<file path="src/rtl/pvirq_pkg.sv">
package pvirq_pkg;
    localparam int STAT_W   = 8;
    localparam int QBIT_POS = 0;
    localparam int CBIT_POS = 1;

    typedef enum logic {
        ST_CLEAR,
        ST_FLAGGED
    } stat_state_e;

    typedef enum logic {
        MX_IDLE,
        MX_SEND
    } mx_state_e;
endpackage

</file>
<file path="src/rtl/pvirq_vecfile.sv">
module pvirq_vecfile #(
    parameter int NUM_VEC = 5,
    parameter int VEC_W   = 16,
    parameter int AW      = 3
) (
    input  logic             clk,
    input  logic             rst_n,
    input  logic             we,
    input  logic [AW-1:0]    waddr,
    input  logic [VEC_W-1:0] wdata,
    output logic [VEC_W-1:0] vec_o [NUM_VEC]
);
    localparam logic [VEC_W-1:0] NO_VEC = {VEC_W{1'b1}};

    for (genvar i = 0; i < NUM_VEC; i++) begin : g_ent
        logic [VEC_W-1:0] ent_q;
        always_ff @(posedge clk) begin
            if (!rst_n) begin
                ent_q <= NO_VEC;
            end else if (we && (waddr == AW'(i))) begin
                ent_q <= wdata;
            end
        end
        assign vec_o[i] = ent_q;
    end
endmodule

</file>
<file path="src/rtl/pvirq_status.sv">
module pvirq_status
    import pvirq_pkg::*;
(
    input  logic              clk,
    input  logic              rst_n,
    input  logic              msix_en,
    input  logic              queue_hit,
    input  logic              cfg_evt,
    input  logic              stat_rd,
    output logic [STAT_W-1:0] stat_o,
    output logic              intx
);
    stat_state_e state_q, state_n;
    logic [1:0]  flags_q, flags_n;

    // next state and next flags
    always_comb begin
        flags_n = stat_rd ? 2'b00 : flags_q;
        if (cfg_evt) begin
            flags_n[CBIT_POS] = 1'b1;
        end
        if (queue_hit && !msix_en) begin
            flags_n[QBIT_POS] = 1'b1;
        end
        state_n = state_q;
        unique case (state_q)
            ST_CLEAR:   if (flags_n != 2'b00) state_n = ST_FLAGGED;
            ST_FLAGGED: if (flags_n == 2'b00) state_n = ST_CLEAR;
        endcase
    end

    // state register
    always_ff @(posedge clk) begin
        if (!rst_n) begin
            state_q <= ST_CLEAR;
            flags_q <= 2'b00;
        end else begin
            state_q <= state_n;
            flags_q <= flags_n;
        end
    end

    // outputs
    always_comb begin
        stat_o = {{(STAT_W-2){1'b0}}, flags_q};
        intx   = 1'b0;
        unique case (state_q)
            ST_CLEAR:   intx = 1'b0;
            ST_FLAGGED: intx = !msix_en;
        endcase
    end
endmodule

</file>
<file path="src/rtl/pvirq_msix.sv">
module pvirq_msix
    import pvirq_pkg::*;
#(
    parameter int NUM_QUEUES = 4,
    parameter int VEC_W      = 16,
    parameter int QSW        = 2
) (
    input  logic             clk,
    input  logic             rst_n,
    input  logic             msix_en,
    input  logic             queue_hit,
    input  logic [QSW-1:0]   queue_sel,
    input  logic             cfg_evt,
    input  logic [VEC_W-1:0] vec_i [NUM_QUEUES+1],
    input  logic             msg_ready,
    output logic             msg_valid,
    output logic [VEC_W-1:0] msg_vector
);
    localparam int NSRC    = NUM_QUEUES + 1;
    localparam int CFG_IDX = NUM_QUEUES;
    localparam int PW      = $clog2(NSRC);
    localparam logic [VEC_W-1:0] NO_VEC = {VEC_W{1'b1}};

    mx_state_e        state_q, state_n;
    logic [NSRC-1:0]  pend_q, pend_n, ev_set, clr;
    logic [PW-1:0]    pick;
    logic             found;
    logic [VEC_W-1:0] vec_q, vec_n;

    for (genvar q = 0; q < NUM_QUEUES; q++) begin : g_qset
        assign ev_set[q] = msix_en && queue_hit && (queue_sel == QSW'(q))
                           && (vec_i[q] != NO_VEC);
    end
    assign ev_set[CFG_IDX] = msix_en && cfg_evt && (vec_i[CFG_IDX] != NO_VEC);

    // priority pick: configuration first, then lowest queue
    always_comb begin
        pick  = PW'(CFG_IDX);
        found = |pend_q;
        if (!pend_q[CFG_IDX]) begin
            for (int i = NUM_QUEUES - 1; i >= 0; i--) begin
                if (pend_q[i]) pick = PW'(i);
            end
        end
    end

    // next state
    always_comb begin
        state_n = state_q;
        clr     = '0;
        vec_n   = vec_q;
        unique case (state_q)
            MX_IDLE: begin
                if (found) begin
                    clr[pick] = 1'b1;
                    if (vec_i[pick] != NO_VEC) begin
                        vec_n   = vec_i[pick];
                        state_n = MX_SEND;
                    end
                end
            end
            MX_SEND: begin
                if (msg_ready) state_n = MX_IDLE;
            end
        endcase
        pend_n = (pend_q & ~clr) | ev_set;
    end

    // state register
    always_ff @(posedge clk) begin
        if (!rst_n) begin
            state_q <= MX_IDLE;
            pend_q  <= '0;
            vec_q   <= '0;
        end else begin
            state_q <= state_n;
            pend_q  <= pend_n;
            vec_q   <= vec_n;
        end
    end

    // outputs
    always_comb begin
        msg_valid  = 1'b0;
        msg_vector = vec_q;
        unique case (state_q)
            MX_IDLE: msg_valid = 1'b0;
            MX_SEND: msg_valid = 1'b1;
        endcase
    end
endmodule

</file>
<file path="src/rtl/pvirq_unit.sv">
module pvirq_unit
    import pvirq_pkg::*;
#(
    parameter int NUM_QUEUES = 4,
    parameter int VEC_W      = 16,
    localparam int QSW       = (NUM_QUEUES > 1) ? $clog2(NUM_QUEUES) : 1,
    localparam int VAW       = $clog2(NUM_QUEUES + 1)
) (
    input  logic              clk,
    input  logic              rst_n,
    input  logic              msix_en,
    input  logic              queue_evt,
    input  logic [QSW-1:0]    queue_sel,
    input  logic              cfg_evt,
    input  logic              stat_rd,
    output logic [STAT_W-1:0] stat_rdata,
    output logic              intx,
    input  logic              vec_we,
    input  logic [VAW-1:0]    vec_waddr,
    input  logic [VEC_W-1:0]  vec_wdata,
    output logic              msg_valid,
    output logic [VEC_W-1:0]  msg_vector,
    input  logic              msg_ready
);
    logic [VEC_W-1:0] vec_tab [NUM_QUEUES+1];
    logic             queue_hit;

    assign queue_hit = queue_evt && (int'(queue_sel) < NUM_QUEUES);

    pvirq_vecfile #(
        .NUM_VEC(NUM_QUEUES + 1),
        .VEC_W  (VEC_W),
        .AW     (VAW)
    ) u_vec (
        .clk  (clk),
        .rst_n(rst_n),
        .we   (vec_we),
        .waddr(vec_waddr),
        .wdata(vec_wdata),
        .vec_o(vec_tab)
    );

    pvirq_status u_stat (
        .clk      (clk),
        .rst_n    (rst_n),
        .msix_en  (msix_en),
        .queue_hit(queue_hit),
        .cfg_evt  (cfg_evt),
        .stat_rd  (stat_rd),
        .stat_o   (stat_rdata),
        .intx     (intx)
    );

    pvirq_msix #(
        .NUM_QUEUES(NUM_QUEUES),
        .VEC_W     (VEC_W),
        .QSW       (QSW)
    ) u_msix (
        .clk       (clk),
        .rst_n     (rst_n),
        .msix_en   (msix_en),
        .queue_hit (queue_hit),
        .queue_sel (queue_sel),
        .cfg_evt   (cfg_evt),
        .vec_i     (vec_tab),
        .msg_ready (msg_ready),
        .msg_valid (msg_valid),
        .msg_vector(msg_vector)
    );
endmodule

</file>
<file path="config.mk">
export PLATFORM = sky130hd
export DESIGN_NAME = pvirq_unit
export DESIGN_NICKNAME = d
export VERILOG_FILES = /design/src/rtl/pvirq_pkg.sv /design/src/rtl/pvirq_vecfile.sv /design/src/rtl/pvirq_status.sv /design/src/rtl/pvirq_msix.sv /design/src/rtl/pvirq_unit.sv
export SDC_FILE = /design/constraint.sdc
export NUM_CORES = 1
export LEC_CHECK = 0
export BUFFER_PORTS_ARGS = -buffer_cell sky130_fd_sc_hd__buf_4
export CAP_MARGIN = 20
export CORE_ASPECT_RATIO = 1.4
export CORE_MARGIN = 5
export CORE_UTILIZATION = 60
export CTS_CLUSTER_SIZE = 28
export DETAILED_ROUTE_END_ITERATION = 10
export GPL_TIMING_DRIVEN = 0
export PLACE_DENSITY = 0.89
export SLEW_MARGIN = 20
export SYNTH_ARGS = -nofsm -noshare
export SYNTH_HDL_FRONTEND = slang
export SYNTH_SLANG_ARGS = --single-unit
</file>
<file path="constraint.sdc">
create_clock -name clk -period 3.69 [get_ports clk]
set_input_delay 0.5535 -clock clk [delete_from_list [all_inputs] [get_ports clk]]
set_output_delay 0.5535 -clock clk [all_outputs]
set_load 0.01 [all_outputs]
</file>
==> summary.txt <==
Placement
  – GPL Wtd Cong: 0.969
  – I/O Buffers: 47
  – Detailed placer's ending HPWL: approximately 12,000 µm
  – Cells after DPL: approximately 810

STA
  – RSZ-0062 raised after global routing: no
  – Fin crit share: between 80% and 90%
  – Max-slew violations: 0
  – Fmax: approximately 320 MHz
  – Final Setup Violations: 0
  – Headroom to the max-slew limit: 52.7%
  – Worst Tran Pin Value: between 0.7 and 0.8 ns
  – Final-report hold violation count: 0
  – Final min period: approximately 3.1 ns
  – Setup TNS Final: 0 ns
  – Final worst clock skew: around 0.007 ns

Worst setup path
  – Critical path depth: 10
  – Setup crit start kind: flip-flop
  – CP Buf/Inv Count: 4
  – Slowest stage delay, CP: ~0.46 ns
  – Most frequent CP cell: clkbuf_1
  – Worst reg2reg setup slack: approximately 0.56 ns
  – Reg2Reg Depth: 10
  – WP data arrival: 3.36 ns
  – Crit-path leading delay family: buffers and inverters
  – CP Capture Point: u_msix.msg_vector[12]
  – Cell Chain, Critical Path: clkbuf_1, clkbuf_1, nor2_1, a211oi_1, nand3_1, or3_1, buf_2, clkbuf_1, nand2_1, o311ai_1
  – Worst R2R End: u_msix.msg_vector[12]
  – CP Max Fanout: 10
  – CP Class: flip-flop to flip-flop
  – CP Capture Type: flip-flop
  – Highest-delay cell along the critical path: a211oi_1
  – Crit Reg-Reg Startpoint: u_msix.pend_q[4]
  – Setup crit start: u_msix.pend_q[4]
  – CP required: around 4 ns

Drt
  – Initial DRC count: around 500
  – TritonRoute pass-1 iters: 5
  – Via count: between 5,000 and 6,000
  – Wire length per cell: about 19 µm
  – Drt drc: 0
  – Via-to-Cell Ratio: ~6.3
  – Post-route antenna net violation count: 0
  – Wirelength, routed: 15,800 µm

Floorplan
  – Die Y: between 100 and 150 µm
  – Initial core utilization: ~62%
  – Row count: 39
  – Die area: around 10,000 µm²
  – Core area: 8200 µm²
  – Io pins: between 50 and 60
  – Die width: between 80 and 90 µm

Clock tree
  – CTS resizes: 0
  – Sink Count: between 100 and 150
  – Root buf cell: clkbuf_16
  – Clk Latency, worst-skew pair: about 0.36 ns
  – CTS Hold Bufs: 0
  – H-Tree Depth: 3
  – CTS tree: yes
  – CTS buffer count: 9
  – CTS clk-pin slew, worst paths: roughly 0.07 ns
  – Post-CTS Setup Inserts: 0
  – Clock buffer depth: 2

Yosys
  – XOR/XNOR Fraction of Synth Area: 0%
  – Compound-gate portion of the synthesized area: 15.5%
  – Simple-Gate Fraction of Synth Area: between 30% and 40%
  – Netlist cell types: 49
  – Top post-synthesis cells by area: dfxtp_1 41%, nand2_1 13%, nand3_1 6.6%
  – Post-synth EDFFs: 0
  – Mux contribution to synthesized area: 2.96%
  – Largest family of logic cells by synthesized area: simple AND/OR/NAND/NOR gates
  – Post-Synth Adder-Cell Area: 0%
  – Post-Synthesis Cells: around 660
  – Synth top cells by count: 180 x nand2_1, 105 x dfxtp_1, 67 x nand3_1
  – Synth Register Bits: 105
  – Ys flop type: dfxtp_1
  – Largest area contributor in the synthesized netlist: dfxtp_1
  – Count leader, synth: nand2_1
  – Synth warn: 0
  – Async S/R FF share, synth: 0%
  – Syn avg cell area: approximately 7.7 µm²
  – Sequential area share after synthesis: around 41%
  – Synthesized area: slightly above 5000 µm²
  – Top-area cell type share of the netlist area: 41.5%

Pwr
  – Leakage: between 2 and 3 nW
  – Max IR drop VDD: between 300 and 400 µV
  – Tot Pwr: 2.79 mW
  – Pwr per Cell Area: roughly 480 nW/µm²

Finish
  – Number of diodes: 0
  – Reg area: between 2000 and 2500 µm²
  – Finished Layout Cells: 827
  – Final net count: between 700 and 800
  – Share of layout cells above drive strength 1: roughly 13%
  – Fillers: around 670
  – Final design utilization: between 70% and 80%
  – Area of the multi-input gates: around 2600 µm²
  – Layout area overhead: 15.7%

Global routing
  – First-pass GRT wire length: between 20,000 and 30,000 µm
  – Vias in the first global route: 5,126
  – Largest net degree at the start of global routing: 17
  – Grt ovf: 0
  – Global Route Usage Sum: 31.1%
  – Initial antenna violation count: 0

Worst hold path
  – Worst Hold Class: primary input to flip-flop

Status
  – Status: finished clean

Flow run
  – Max-Cap Viols: 0
[power by group]
group | switching, mW | internal (mW) | leakage, nW
Clock | 0.428 | 0.543 | 0.142
Combinational | 0.315 | 0.236 | 1.85
Sequential | 0.0541 | 1.22 | 0.859
[sequential cells by signal (all words and copies together) (netlist names)]
register,count
u_stat.state_q,1
u_msix.state_q,1
u_msix.msg_vector,16
u_msix.pend_q,5
u_stat.flags_q,2
u_vec.g_ent.ent_q,80
[layer usage]
| metal | GRT usage (%) | part of all wire, % | vias up |
|---|---|---|---|
| met5 | 0 | 0 | - |
| met4 | 17.9 | 5.1 | 0 |
| met3 | 5.22 | 7.4 | 69 |
| met2 | 52.0 | 50 | 288 |
| met1 | 36.6 | 38 | 2468 |
| li1 | - | - | 2411 |
[logic make-up after synthesis]
logic type / after synthesis
and+or+nand+nor: 355
DFF: 105
AOI/OAI and AO/OA: 104
buffers and inverters: 77
muxes: 15
other: 1
[placed cells by master (no fill, tap or decap), drive strengths merged, types with 7 or more instances in the layout]
master / n
dfxtp: 105
a21oi: 21
a2bb2oi: 15
nand2: 180
inv: 20
nor2: 26
mux2i: 15
a211oi: 9
o311ai: 15
nand4: 23
and3: 15
o211ai: 18
nor3b: 15
nand3: 67
clkbuf: 45
buf: 70
nor2b: 7
[worst min-delay path by stage]
stage / start / end / cells past startpoint
global route: cfg_evt / u_stat.flags_q[1] / 2
finish: cfg_evt / u_stat.flags_q[1] / 2
CTS: cfg_evt / u_stat.flags_q[1] / 2
global placement: u_vec.g_ent[3].ent_q[14] / u_vec.g_ent[3].ent_q[14] / 2
detailed placement: u_vec.g_ent[4].ent_q[9] / u_vec.g_ent[4].ent_q[9] / 2
floorplan: u_vec.g_ent[3].ent_q[12] / u_vec.g_ent[3].ent_q[12] / 2
[final cells by class]
cell class | instances | share of cell area [%]
Multi-Input combinational cell | 480 | 44.7
Sequential cell | 105 | 35.8
Timing Repair Buffer | 47 | 6.02
Buffer | 57 | 4.89
Clock buffer | 11 | 4.14
Tap cell | 102 | 2.18
Inverter | 20 | 1.28
Clock inverter | 5 | 0.939
[through the flow]
step / setup WS (ns) / hold slack [ns] / cell area, µm²
final: 0.556 / 0.443 / 5860
after global routing: 0.409 / 0.459 / 5860
after CTS: 0.690 / 0.445 / 5860
after detailed placement: 0.695 / 0.475 / 5570
after global placement: 0.773 / 0.471 / 5570
after floorplan: 1.31 / 0.460 / 5090
[worst register-to-register path, stage by stage, from the launching register on]
cell and delay [ns]:
dfxtp_1 0.36, clkbuf_1 0.42, clkbuf_1 0.45, nor2_1 0.18
a211oi_1 0.46, nand3_1 0.12, or3_1 0.37, buf_2 0.16
clkbuf_1 0.25, nand2_1 0.14, o311ai_1 0.10
Power figures use the tool's default switching activity.
